[config.mk]
export PLATFORM = sky130hd
export DESIGN_NAME = pwm3_timer
export DESIGN_NICKNAME = d
export VERILOG_FILES = /design/src/rtl/pwm3_pkg.sv /design/src/rtl/pwm3_evt_sync.sv /design/src/rtl/pwm3_cmp_bank.sv /design/src/rtl/pwm3_counter.sv /design/src/rtl/pwm3_timer.sv
export SDC_FILE = /design/constraint.sdc
export NUM_CORES = 1
export LEC_CHECK = 0
export CORE_UTILIZATION = 55
export CTS_BUF_LIST = sky130_fd_sc_hd__clkbuf_8
export CTS_CLUSTER_SIZE = 25
export DETAILED_ROUTE_END_ITERATION = 7
export PLACE_DENSITY = 0.76
export SLEW_MARGIN = 20
export SYNTH_ARGS = -nofsm -noshare
export SYNTH_HDL_FRONTEND = slang
export SYNTH_SLANG_ARGS = --single-unit
[constraint.sdc]
create_clock -name clk_i -period 2 [get_ports clk_i]
set_input_delay 0.4 -clock clk_i [delete_from_list [all_inputs] [get_ports clk_i]]
set_output_delay 0.4 -clock clk_i [all_outputs]
set_load 0.02 [all_outputs]
[src/rtl/pwm3_pkg.sv]
package pwm3_pkg;
  localparam logic [2:0] MODE_PWM = 3'b100;
  typedef enum logic {SRC_STROBE = 1'b0, SRC_EVENT = 1'b1} cnt_src_e;
endpackage

[src/rtl/pwm3_evt_sync.sv]
module pwm3_evt_sync (
  input  logic clk_i,
  input  logic rst_ni,
  input  logic evt_i,
  output logic rise_o
);
  logic [2:0] sh_q;

  always_ff @(posedge clk_i or negedge rst_ni) begin
    if (!rst_ni) sh_q <= '0;
    else         sh_q <= {sh_q[1:0], evt_i};
  end

  // sh_q[1] is the synchronized level, sh_q[2] its previous value
  assign rise_o = sh_q[1] & ~sh_q[2];
endmodule

[src/rtl/pwm3_cmp_bank.sv]
module pwm3_cmp_bank #(
  parameter int CNT_W = 16,
  parameter int N_CMP = 4,
  localparam int IDX_W = $clog2(N_CMP)
) (
  input  logic                         clk_i,
  input  logic                         rst_ni,
  input  logic                         run_q_i,
  input  logic                         load_i,
  input  logic                         wr_en_i,
  input  logic [IDX_W-1:0]             wr_idx_i,
  input  logic [CNT_W-1:0]             wr_data_i,
  output logic [N_CMP-1:0][CNT_W-1:0]  work_o
);
  logic [N_CMP-1:0][CNT_W-1:0] hold_q;

  for (genvar i = 0; i < N_CMP; i++) begin : g_slot
    logic hit;
    assign hit = wr_en_i && (wr_idx_i == IDX_W'(i));

    always_ff @(posedge clk_i or negedge rst_ni) begin
      if (!rst_ni)  hold_q[i] <= '0;
      else if (hit) hold_q[i] <= wr_data_i;
    end

    always_ff @(posedge clk_i or negedge rst_ni) begin
      if (!rst_ni)              work_o[i] <= '0;
      else if (!run_q_i && hit) work_o[i] <= wr_data_i;
      else if (load_i)          work_o[i] <= hold_q[i];
    end
  end
endmodule

[src/rtl/pwm3_counter.sv]
module pwm3_counter #(
  parameter int CNT_W = 16
) (
  input  logic             clk_i,
  input  logic             rst_ni,
  input  logic             active_i,
  input  logic             tick_i,
  input  logic [CNT_W-1:0] period_i,
  output logic [CNT_W-1:0] cnt_o,
  output logic             run_o,
  output logic             wrap_o,
  output logic             step_q_o,
  output logic             wrap_q_o
);
  logic start, step;

  assign start  = active_i & ~run_o;
  assign step   = active_i & run_o & tick_i;
  assign wrap_o = step && (cnt_o == period_i);

  always_ff @(posedge clk_i or negedge rst_ni) begin
    if (!rst_ni) begin
      cnt_o    <= '1;
      run_o    <= 1'b0;
      step_q_o <= 1'b0;
      wrap_q_o <= 1'b0;
    end else begin
      run_o    <= active_i;
      step_q_o <= step;
      wrap_q_o <= wrap_o;
      if (start)       cnt_o <= '0;
      else if (wrap_o) cnt_o <= '0;
      else if (step)   cnt_o <= cnt_o + 1'b1;
    end
  end
endmodule

[src/rtl/pwm3_timer.sv]
module pwm3_timer #(
  parameter int CNT_W = 16,
  parameter int N_CH  = 3,
  localparam int N_CMP = N_CH + 1,
  localparam int IDX_W = $clog2(N_CMP)
) (
  input  logic             clk_i,
  input  logic             rst_ni,
  input  logic             run_i,
  input  logic [2:0]       mode_i,
  input  logic             ext_sel_i,
  input  logic             cnt_tick_i,
  input  logic             evt_i,
  input  logic             wr_en_i,
  input  logic [IDX_W-1:0] wr_idx_i,
  input  logic [CNT_W-1:0] wr_data_i,
  output logic [N_CH-1:0]  pwm_o,
  output logic [N_CMP-1:0] irq_o
);
  import pwm3_pkg::*;

  logic                        evt_rise, tick, active;
  logic                        run_q, wrap, step_q, wrap_q;
  logic [CNT_W-1:0]            cnt_q;
  logic [N_CMP-1:0][CNT_W-1:0] cmp_work;

  assign active = run_i && (mode_i == MODE_PWM);
  assign tick   = (cnt_src_e'(ext_sel_i) == SRC_EVENT) ? evt_rise : cnt_tick_i;

  pwm3_evt_sync u_sync (
    .clk_i  (clk_i),
    .rst_ni (rst_ni),
    .evt_i  (evt_i),
    .rise_o (evt_rise)
  );

  pwm3_counter #(.CNT_W(CNT_W)) u_cnt (
    .clk_i    (clk_i),
    .rst_ni   (rst_ni),
    .active_i (active),
    .tick_i   (tick),
    .period_i (cmp_work[0]),
    .cnt_o    (cnt_q),
    .run_o    (run_q),
    .wrap_o   (wrap),
    .step_q_o (step_q),
    .wrap_q_o (wrap_q)
  );

  pwm3_cmp_bank #(.CNT_W(CNT_W), .N_CMP(N_CMP)) u_bank (
    .clk_i     (clk_i),
    .rst_ni    (rst_ni),
    .run_q_i   (run_q),
    .load_i    (wrap),
    .wr_en_i   (wr_en_i),
    .wr_idx_i  (wr_idx_i),
    .wr_data_i (wr_data_i),
    .work_o    (cmp_work)
  );

  assign irq_o[0] = wrap_q;

  for (genvar k = 1; k < N_CMP; k++) begin : g_ch
    assign pwm_o[k-1] = run_q && (cnt_q < cmp_work[k]);
    assign irq_o[k]   = step_q && (cnt_q == cmp_work[k]);
  end
endmodule

# --- Word level (Yosys, flattened, before mapping) ---
# Cells that the tools add are included.
word_totals:
  ff_bits: 150
  output_inout_bits: 7
  elab_cells: 66
  input_bits: 28
classes:
  eq_ne: 8
  n_addsub: 1
  magnitude_cmp: 3
  n_mux: 12
  reduce_logical: 23
  bitwise: 6
op_table:
  columns: ["op", "n"]
  rows:
  - ["$mux 16", 11]
  - ["$eq 16x16->1", 4]
  - ["$lt 16x16->1", 3]
  - ["$add 16x1->16 const B", 1]
  - ["$logic_and 1x1->1", 16]
  - ["$reduce_bool 2->1", 4]
  - ["$and 1x1->1", 4]
  - ["$eq 2x2->1 const B", 2]
  - ["$eq 3x3->1 const B", 1]
  - ["$reduce_bool 3->1", 1]
  - ["$eq 2x1->1 const B", 1]
  - ["$logic_not 2->1", 1]
  - ["$not 1->1", 2]
  - ["$logic_not 1->1", 1]
  - ["$mux 1", 1]

# --- Logic depth before layout (Yosys ltp) ---
# Gate-level depths: netlist of the first run.
logic_depth:
  depth_word: 7
  ltp_mapped: 8
  ltp_nobuf: 7

# --- Modules after synthesis ---
# Synthesis of the first run repeated with hierarchy kept, for this count alone.
unflattened:
  cells_unflattened: 651
  area_unflattened_um2: 8174.1
by_module_without_submodules:
  columns: ["mod", "cells_each", "seq_area_each_um2", "instances", "area_each_um2"]
  rows:
  - ["pwm3_cmp_bank", 349, 3203.1, 1, 5605.4]
  - ["pwm3_timer", 171, 0.0, 1, 1244.9]
  - ["pwm3_counter", 127, 495.5, 1, 1234.9]
  - ["pwm3_evt_sync", 4, 75.1, 1, 88.8]

# --- Worst setup path after synthesis of the first run ---
# Ideal clock, no wire load.
synth_path:
  path_kind: "reg-to-output"
  start: "reg u_cnt.cnt_o[5]"
  end: "out pwm_o[1]"
  setup_slack_ns: -0.295
  path_buffers: 0
  stages_incl_launch_ff: 7
  t_required_ns: 1.600
  arrival_ns: 1.895
  cell_sequence: "dfstp_2 ha_1 a21o_1 a21o_1 a21oi_1 o22ai_1 a211oi_1"
synth_between:
  elab_chain_len: 2
synth_lines:
  columns: ["item", "line", "text"]
  rows:
  - ["start, declared", "pwm3_counter.sv:9", "output logic [CNT_W-1:0] cnt_o,"]
  - ["start signal, assigned", "pwm3_counter.sv:33", "else if (step) cnt_o <= cnt_o + 1'b1;"]
  - ["$lt 16x16->1", "pwm3_timer.sv:64", "assign pwm_o[k-1] = run_q && (cnt_q < cmp_work[k]);"]
  - ["$logic_and 1x1->1", "pwm3_timer.sv:64", null]
  - ["end, declared", "pwm3_timer.sv:17", "output logic [N_CH-1:0] pwm_o,"]
# Every way passes these cells.

# --- Worst setup path after layout of the first run ---
layout_path:
  start: "reg u_cnt.cnt_o[13]"
  end: "out pwm_o[2]"
# Same word-level chain as after synthesis.

==> flow_summary_export.csv, run 1 <==
group,metric,value,unit
worst_setup_path,regToRegSetupSlack,-0.59,ns
worst_setup_path,worstPathRequired,1.60,ns
pwr,switching_power,2390,µW
sta,setup_viol,87,
placed_design,dp_hpwl,14700,µm
sta,hold_violations,0,
cells_and_area,multi_input_area,4180,µm²
detailed_routing,vias,6824,
grt,grt_max_degree,49,
synth,synth_fp_nets,738,
pwr,p_clk_share,31.3,%
detailed_routing,wl_met2,12600,µm
cells_and_area,areaGrowthSynthToFinish,37.2,%
detailed_routing,drt_iter0_markers,608,
floorplanning,initial_core_util,56.6,%
sta,setup_slack,-0.978,ns
clocking,clock_sinks,150,
synth,yosysWarnings,0,
sta,slew_headroom,66.2,%
grt,first_global_vias,7044,
worst_setup_path,rr_endpoint,"u_bank.work_o[14]",
worst_setup_path,rr_worst_depth,11,
pwr,intPower,5960,µW
cells_and_area,layout.nets,920,
synth,synth_cell_types,50,
detailed_routing,drtPass1Iterations,7,
detailed_routing,drc_errors,0,
detailed_routing,final_antenna_net_count,0,
cells_and_area,num_antenna_cells,0,
synth,ys_ff_latch,150,
grt,grt_pass1_wl,38800,µm
floorplanning,dieArea,14800,µm²
synth,synthArstFlopShare,100,%
pwr,sw_frac_of_total,28.7,%
clocking,clock_latency,0.48,ns
placed_design,port_buffers,34,
flow_run,maxCapViolations,0,
cells_and_area,fill_cells,758,
synth,synth-edff-count,0,
grt,antenna_found_initial,0,
detailed_routing,vias_per_cell,6.59,
grt,grt-ovfl-total,0,
sta,max_freq,336,MHz
pwr,seqPwrFrac,46.1,%
sta,rsz0062_at_grt,"yes",
worst_setup_path,critPathCaptureType,"output port",
sta,skew,0.0164,ns
min_path,min_path_cells,0,
cells_and_area,final_common_cell,"dfrtp_1",
clocking,cts_root_buffer,"clkbuf_8",
synth,syn_area_per_cell,11.9,µm²
worst_setup_path,r2r-start,"u_cnt.cnt_o[11]",
worst_setup_path,cp-start-kind,"flip-flop",
clocking,clockBufferDepth,2,
sta,hold_ws,0.364,ns
synth,ys_dominant_reg_cell,"dfrtp_1",
floorplanning,design.portCount,35,
detailed_routing,wl_met1,9850,µm
sta,max_slew.worst_pin.slew,0.506,ns
cells_and_area,design_area,10800,µm²
status,status,"complete, but fails checks",
synth,synthCells,661,
detailed_routing,route.met3.wl,2530,µm
min_path,hold_end,"u_sync.sh_q[1]",
clocking,cts_max_level,4,
synth,synthesis.area,7860,µm²
worst_setup_path,arrival,2.58,ns
min_path,worstHoldPathType,"reg -> reg",
sta,fin_crit_sh,149,%
worst_setup_path,crit_type,"reg -> out",
synth,seq_area_frac_synth,48.0,%
cells_and_area,layout_common_cells,"134 x dfrtp_1, 111 x buf_4, 65 x and2_1, 64 x mux2_2, 54 x inv_1",
floorplanning,core_area,13900,µm²
pwr,irDropWorstVdd,0.523,mV
sta,period_minus_slack,2.98,ns
min_path,min_from,"u_sync.sh_q[0]",
pwr,p_comb_share,22.6,%
floorplanning,die_w,122,µm
detailed_routing,routed_wl,26700,µm
sta,drv_slew,0,
cells_and_area,regArea,3770,µm²
floorplanning,row_count,43,
clocking,cts_tree,"yes",
cells_and_area,drive_gt1_share,42.3,%
placed_design,gp_congestion,0.925,
clocking,clk_pin_slew,0.08,ns
pwr,p_leak,0.00496,µW
detailed_routing,routedWlPerCell,25.8,µm
pwr,pwr_density_cell,775,nW/µm²
detailed_routing,maxUsedRoutingLayer,"met4",
floorplanning,die_y,122,µm
clocking,cts-buffers-inserted,17,
worst_setup_path,critPathMaxFanout,3,
status,violations,"negative setup slack",
grt,grt_use_total,36.2,%
placed_design,place_area,9270,µm²
## power groups by stage
stage | Clock [µW] | Sequential, µW | Combinational (µW)
after floorplan | 0 | 3750 | 892
after detailed placement | 0 | 3860 | 1610
final | 2620 | 3850 | 1890
after global placement | 0 | 3830 | 1530
after CTS | 2610 | 3810 | 1730
after global routing | 2750 | 3880 | 2010
## Yosys cell counts (2+ instances only)
cell type / n / area (µm²)
o21a_1: 3 / 22.5
nand2_1: 19 / 71.3
a31oi_1: 6 / 37.5
nand4_1: 16 / 100
inv_1: 53 / 199
buf_6: 10 / 113
a21oi_4: 4 / 65.1
buf_8: 3 / 45.0
or3_1: 2 / 12.5
mux2i_1: 2 / 20.0
a211oi_1: 3 / 22.5
nand3b_1: 4 / 30.0
a22o_1: 3 / 26.3
xor2_1: 16 / 140
dfrtp_1: 134 / 3350
ha_1: 49 / 613
o311ai_0: 3 / 26.3
a31o_2: 4 / 35.0
buf_4: 3 / 22.5
dfstp_2: 16 / 420
nor2_1: 12 / 45.0
buf_2: 2 / 10.0
nor2b_1: 7 / 43.8
a21o_1: 15 / 113
and4_1: 2 / 17.5
nor4_1: 6 / 37.5
o22ai_1: 5 / 31.3
o21ai_0: 7 / 35.0
nor4_2: 3 / 37.5
and2_1: 65 / 407
a221o_1: 53 / 531
nand3_1: 11 / 55.1
nor3_1: 4 / 20.0
mux2_2: 64 / 721
a21oi_1: 10 / 50.1
or2_2: 7 / 43.8
clkbuf_1: 9 / 33.8
a221o_2: 12 / 135
nand2b_1: 3 / 18.8
## metrics by stage
step	TNS (ns)	worst slack (ns)	total power [µW]	std cells	util [%]
after CTS	-33.21	-0.767	8150	1030	75.6
after global routing	-50.40	-0.971	8640	1036	77.7
after floorplan	-0.520	-0.108	4640	661	-
final	-47.48	-0.978	8350	1036	77.7
after global placement	-33.53	-0.771	5360	960	66.8
after detailed placement	-37.24	-0.802	5460	960	66.8
## flip-flops by register name, indices dropped and copies added, names as in the netlist
register / flops
u_cnt.cnt_o: 16
u_bank.work_o: 64
u_cnt.step_q_o: 1
u_cnt.wrap_q_o: 1
u_cnt.run_o: 1
u_bank.hold_q: 64
u_sync.sh_q: 3
## worst max path at each step
stage | cells past startpoint | slack, ns | to | startpoint
finish | 7 | -0.98 | pwm_o[2] | u_cnt.cnt_o[13]
global placement | 7 | -0.77 | pwm_o[1] | u_cnt.cnt_o[9]
detailed placement | 7 | -0.80 | pwm_o[1] | u_cnt.cnt_o[9]
global route | 7 | -0.97 | pwm_o[2] | u_cnt.cnt_o[13]
CTS | 7 | -0.77 | pwm_o[1] | u_cnt.cnt_o[9]
floorplan | 6 | -0.11 | pwm_o[1] | u_cnt.cnt_o[5]
## cells by family (layout without fill, tap and decap cells)
group                    count (synthesis)  after routing  synth area share, %
flip-flops                             150            150                 48.0
XOR/XNOR                                16             16                 1.78
adder cells (fa/ha/maj)                 49             49                 7.81
AND/OR/NAND/NOR                        167            167                 12.6
multiplexers                            66             66                 9.43
AO/OA/AOI/OAI                          130            131                 14.6
buffers and inverters                   83            277                 5.72
## layer usage
metal / vias up / track usage, %
li1: 2802 / -
met1: 3427 / 44.6
met2: 460 / 57.6
met3: 135 / 8.08
met4: 0 / 22.6
met5: - / 1.39
## timing repair
item,4_1_cts,5_1_grt
hold endpoints to repair,44,0
cloned,7,3
hold buffers,1,0
pin swaps,49,21
endpoints found under the setup margin,87,87
gates resized for setup,102,32
buffers inserted,30,8
## critical path: stages, from the launching register on
cell and delay [ns]:
dfstp_2 0.57, ha_1 0.27, a21oi_1 0.30, nor2b_1 0.12, o21ai_0 0.23, nand3b_1 0.16
a211oi_2 0.25, buf_4 0.20
## cell type report
| type | count | area share [%] |
|---|---|---|
| clock buffer | 19 | 2.43 |
| clock inverter | 13 | 1.68 |
| inverter | 54 | 1.93 |
| multi-input combinational | 429 | 38.8 |
| sequential | 150 | 35.0 |
| tap | 180 | 2.09 |
| timing repair buffer | 191 | 18.1 |
Note: power is estimated with default switching activity, not from simulation.
==> run 2, diff against run 1 <==
CAP_MARGIN = 40   (was default)
SKIP_CTS_REPAIR_TIMING = 1   (was default)
==> flow_summary_export.csv, run 2 (synthesized netlist as in run 1, its figures left out) <==
group,metric,value,unit
placed_design,port_buffers,34,
cells_and_area,top_regs,"u_bank.hold_q: 64 flops, u_bank.work_o: 64 flops, u_cnt.cnt_o: 16 flops",
cells_and_area,layout_common_cells,"134 x dfrtp_1, 108 x buf_4, 65 x and2_1, 64 x mux2_2, 54 x inv_1",
sta,skew,0.0190,ns
detailed_routing,vias,6727,
grt,first_global_vias,6257,
worst_setup_path,critPathMaxFanout,4,
floorplanning,core_area,13900,µm²
grt,grt_max_degree,49,
sta,period_minus_slack,2.90,ns
detailed_routing,maxUsedRoutingLayer,"met4",
clocking,cts_max_level,4,
worst_setup_path,worstPathRequired,1.60,ns
min_path,min_path_cells,1,
sta,setup_viol,87,
sta,fin_crit_sh,145,%
grt,antenna_found_initial,0,
placed_design,place_area,9270,µm²
clocking,cts_root_buffer,"clkbuf_8",
floorplanning,design.portCount,35,
sta,max_freq,344,MHz
status,status,"complete, but fails checks",
grt,grt-ovfl-total,0,
min_path,min_from,"evt_i",
clocking,cts_tree,"yes",
cells_and_area,multi_input_area,4170,µm²
min_path,hold_end,"u_sync.sh_q[0]",
worst_setup_path,cp_cell_sequence,"ha_4 -> a21o_1 -> a21o_1 -> a21oi_2 -> o22ai_2 -> a211oi_2 -> buf_4",
worst_setup_path,crit_type,"reg -> out",
floorplanning,die_y,122,µm
cells_and_area,areaGrowthSynthToFinish,36.0,%
cells_and_area,design_area,10700,µm²
detailed_routing,final_antenna_net_count,0,
detailed_routing,route.met3.wl,2460,µm
worst_setup_path,critPathCaptureType,"output port",
pwr,irDropWorstVdd,0.490,mV
cells_and_area,layout.nets,914,
pwr,p_leak,0.00490,µW
pwr,pwr_density_cell,779,nW/µm²
cells_and_area,drive_gt1_share,41.6,%
placed_design,dp_hpwl,14700,µm
floorplanning,initial_core_util,56.6,%
sta,hold_ws,0.353,ns
cells_and_area,num_antenna_cells,0,
worst_setup_path,cp_slowest_stage_delay,0.64,ns
clocking,clock_sinks,150,
sta,rsz0062_at_grt,"yes",
worst_setup_path,critPathSlowestCell,"dfstp_2",
flow_run,maxCapViolations,0,
floorplanning,dieArea,14800,µm²
clocking,cts-buffers-inserted,17,
worst_setup_path,arrival,2.50,ns
detailed_routing,drtPass1Iterations,7,
grt,grt_use_total,29.9,%
clocking,clk_pin_slew,0.09,ns
detailed_routing,drt_iter0_markers,785,
grt,grt_pass1_wl,32600,µm
worst_setup_path,rr_worst_depth,9,
detailed_routing,vias_per_cell,6.53,
detailed_routing,routedWlPerCell,25.4,µm
detailed_routing,drc_errors,0,
cells_and_area,regArea,3770,µm²
worst_setup_path,cp-startpoint,"u_cnt.cnt_o[5]",
detailed_routing,wl_met1,9980,µm
sta,setup_slack,-0.904,ns
placed_design,gp_congestion,0.925,
clocking,clockBufferDepth,2,
worst_setup_path,rr_endpoint,"u_bank.work_o[2]",
detailed_routing,wl_met2,12500,µm
sta,drv_slew,0,
min_path,worstHoldPathType,"in -> reg",
sta,max_slew.worst_pin.slew,0.507,ns
floorplanning,die_w,122,µm
floorplanning,row_count,43,
worst_setup_path,regToRegSetupSlack,-0.50,ns
sta,hold_violations,0,
clocking,clock_latency,0.49,ns
status,violations,"negative setup slack",
cells_and_area,fin_util,77.0,%
pwr,fin_total_pwr,8330,µW
cells_and_area,fill_cells,781,
detailed_routing,routed_wl,26200,µm
sta,slew_headroom,66.2,%
worst_setup_path,r2r-start,"u_cnt.cnt_o[11]",
worst_setup_path,crit_path_frequent_cell,"a21o_1",
cells_and_area,final_common_cell,"dfrtp_1",
worst_setup_path,cp-start-kind,"flip-flop",
sta,fin_tns_setup,-35.39,ns
run 2: routing by layer:
metal | vias up | GRT usage (%)
met5 | - | 0
met4 | 0 | 13.1
met1 | 3420 | 39.7
met3 | 111 | 5.87
met2 | 414 | 47.8
li1 | 2782 | -
run 2: area by class of cell:
| type | count | area share, % |
|---|---|---|
| clock buffers | 19 | 2.45 |
| clock inverters | 13 | 1.70 |
| inverters | 54 | 1.94 |
| multi-input cells | 430 | 39.1 |
| flip-flops and latches | 150 | 35.3 |
| well taps | 180 | 2.11 |
| repair buffers | 184 | 17.4 |
run 2: worst max path at each step:
stage	end	slack (ns)	depth (start not counted)
finish	pwm_o[2]	-0.90	7
global placement	pwm_o[1]	-0.77	7
CTS	pwm_o[1]	-1.32	7
floorplan	pwm_o[1]	-0.11	6
detailed placement	pwm_o[1]	-0.80	7
global route	pwm_o[2]	-0.94	7
run 2: power by group:
group	total (µW)	switching (µW)	internal, µW
clock	2630	1210	1420
combinational	1850	835	1010
sequential	3850	341	3510
total	8330	2390	5940
run 2: critical path, delay by kind of cell, from the launching register on:
family                   cells  cell delay, ns
adder cells (fa/ha/maj)      1            0.23
flip-flops                   1            0.64
buffers and inverters        1            0.19
AO/OA/AOI/OAI                5            0.95
run 2: stage by stage:
| stage | cells | setup slack, ns |
|---|---|---|
| 6_report | 1030 | -0.904 |
| 3_5_place_dp | 960 | -0.802 |
| 3_3_place_gp | 960 | -0.771 |
| 5_1_grt | 1030 | -0.936 |
| 4_1_cts | 992 | -1.32 |
| 2_1_floorplan | 661 | -0.108 |
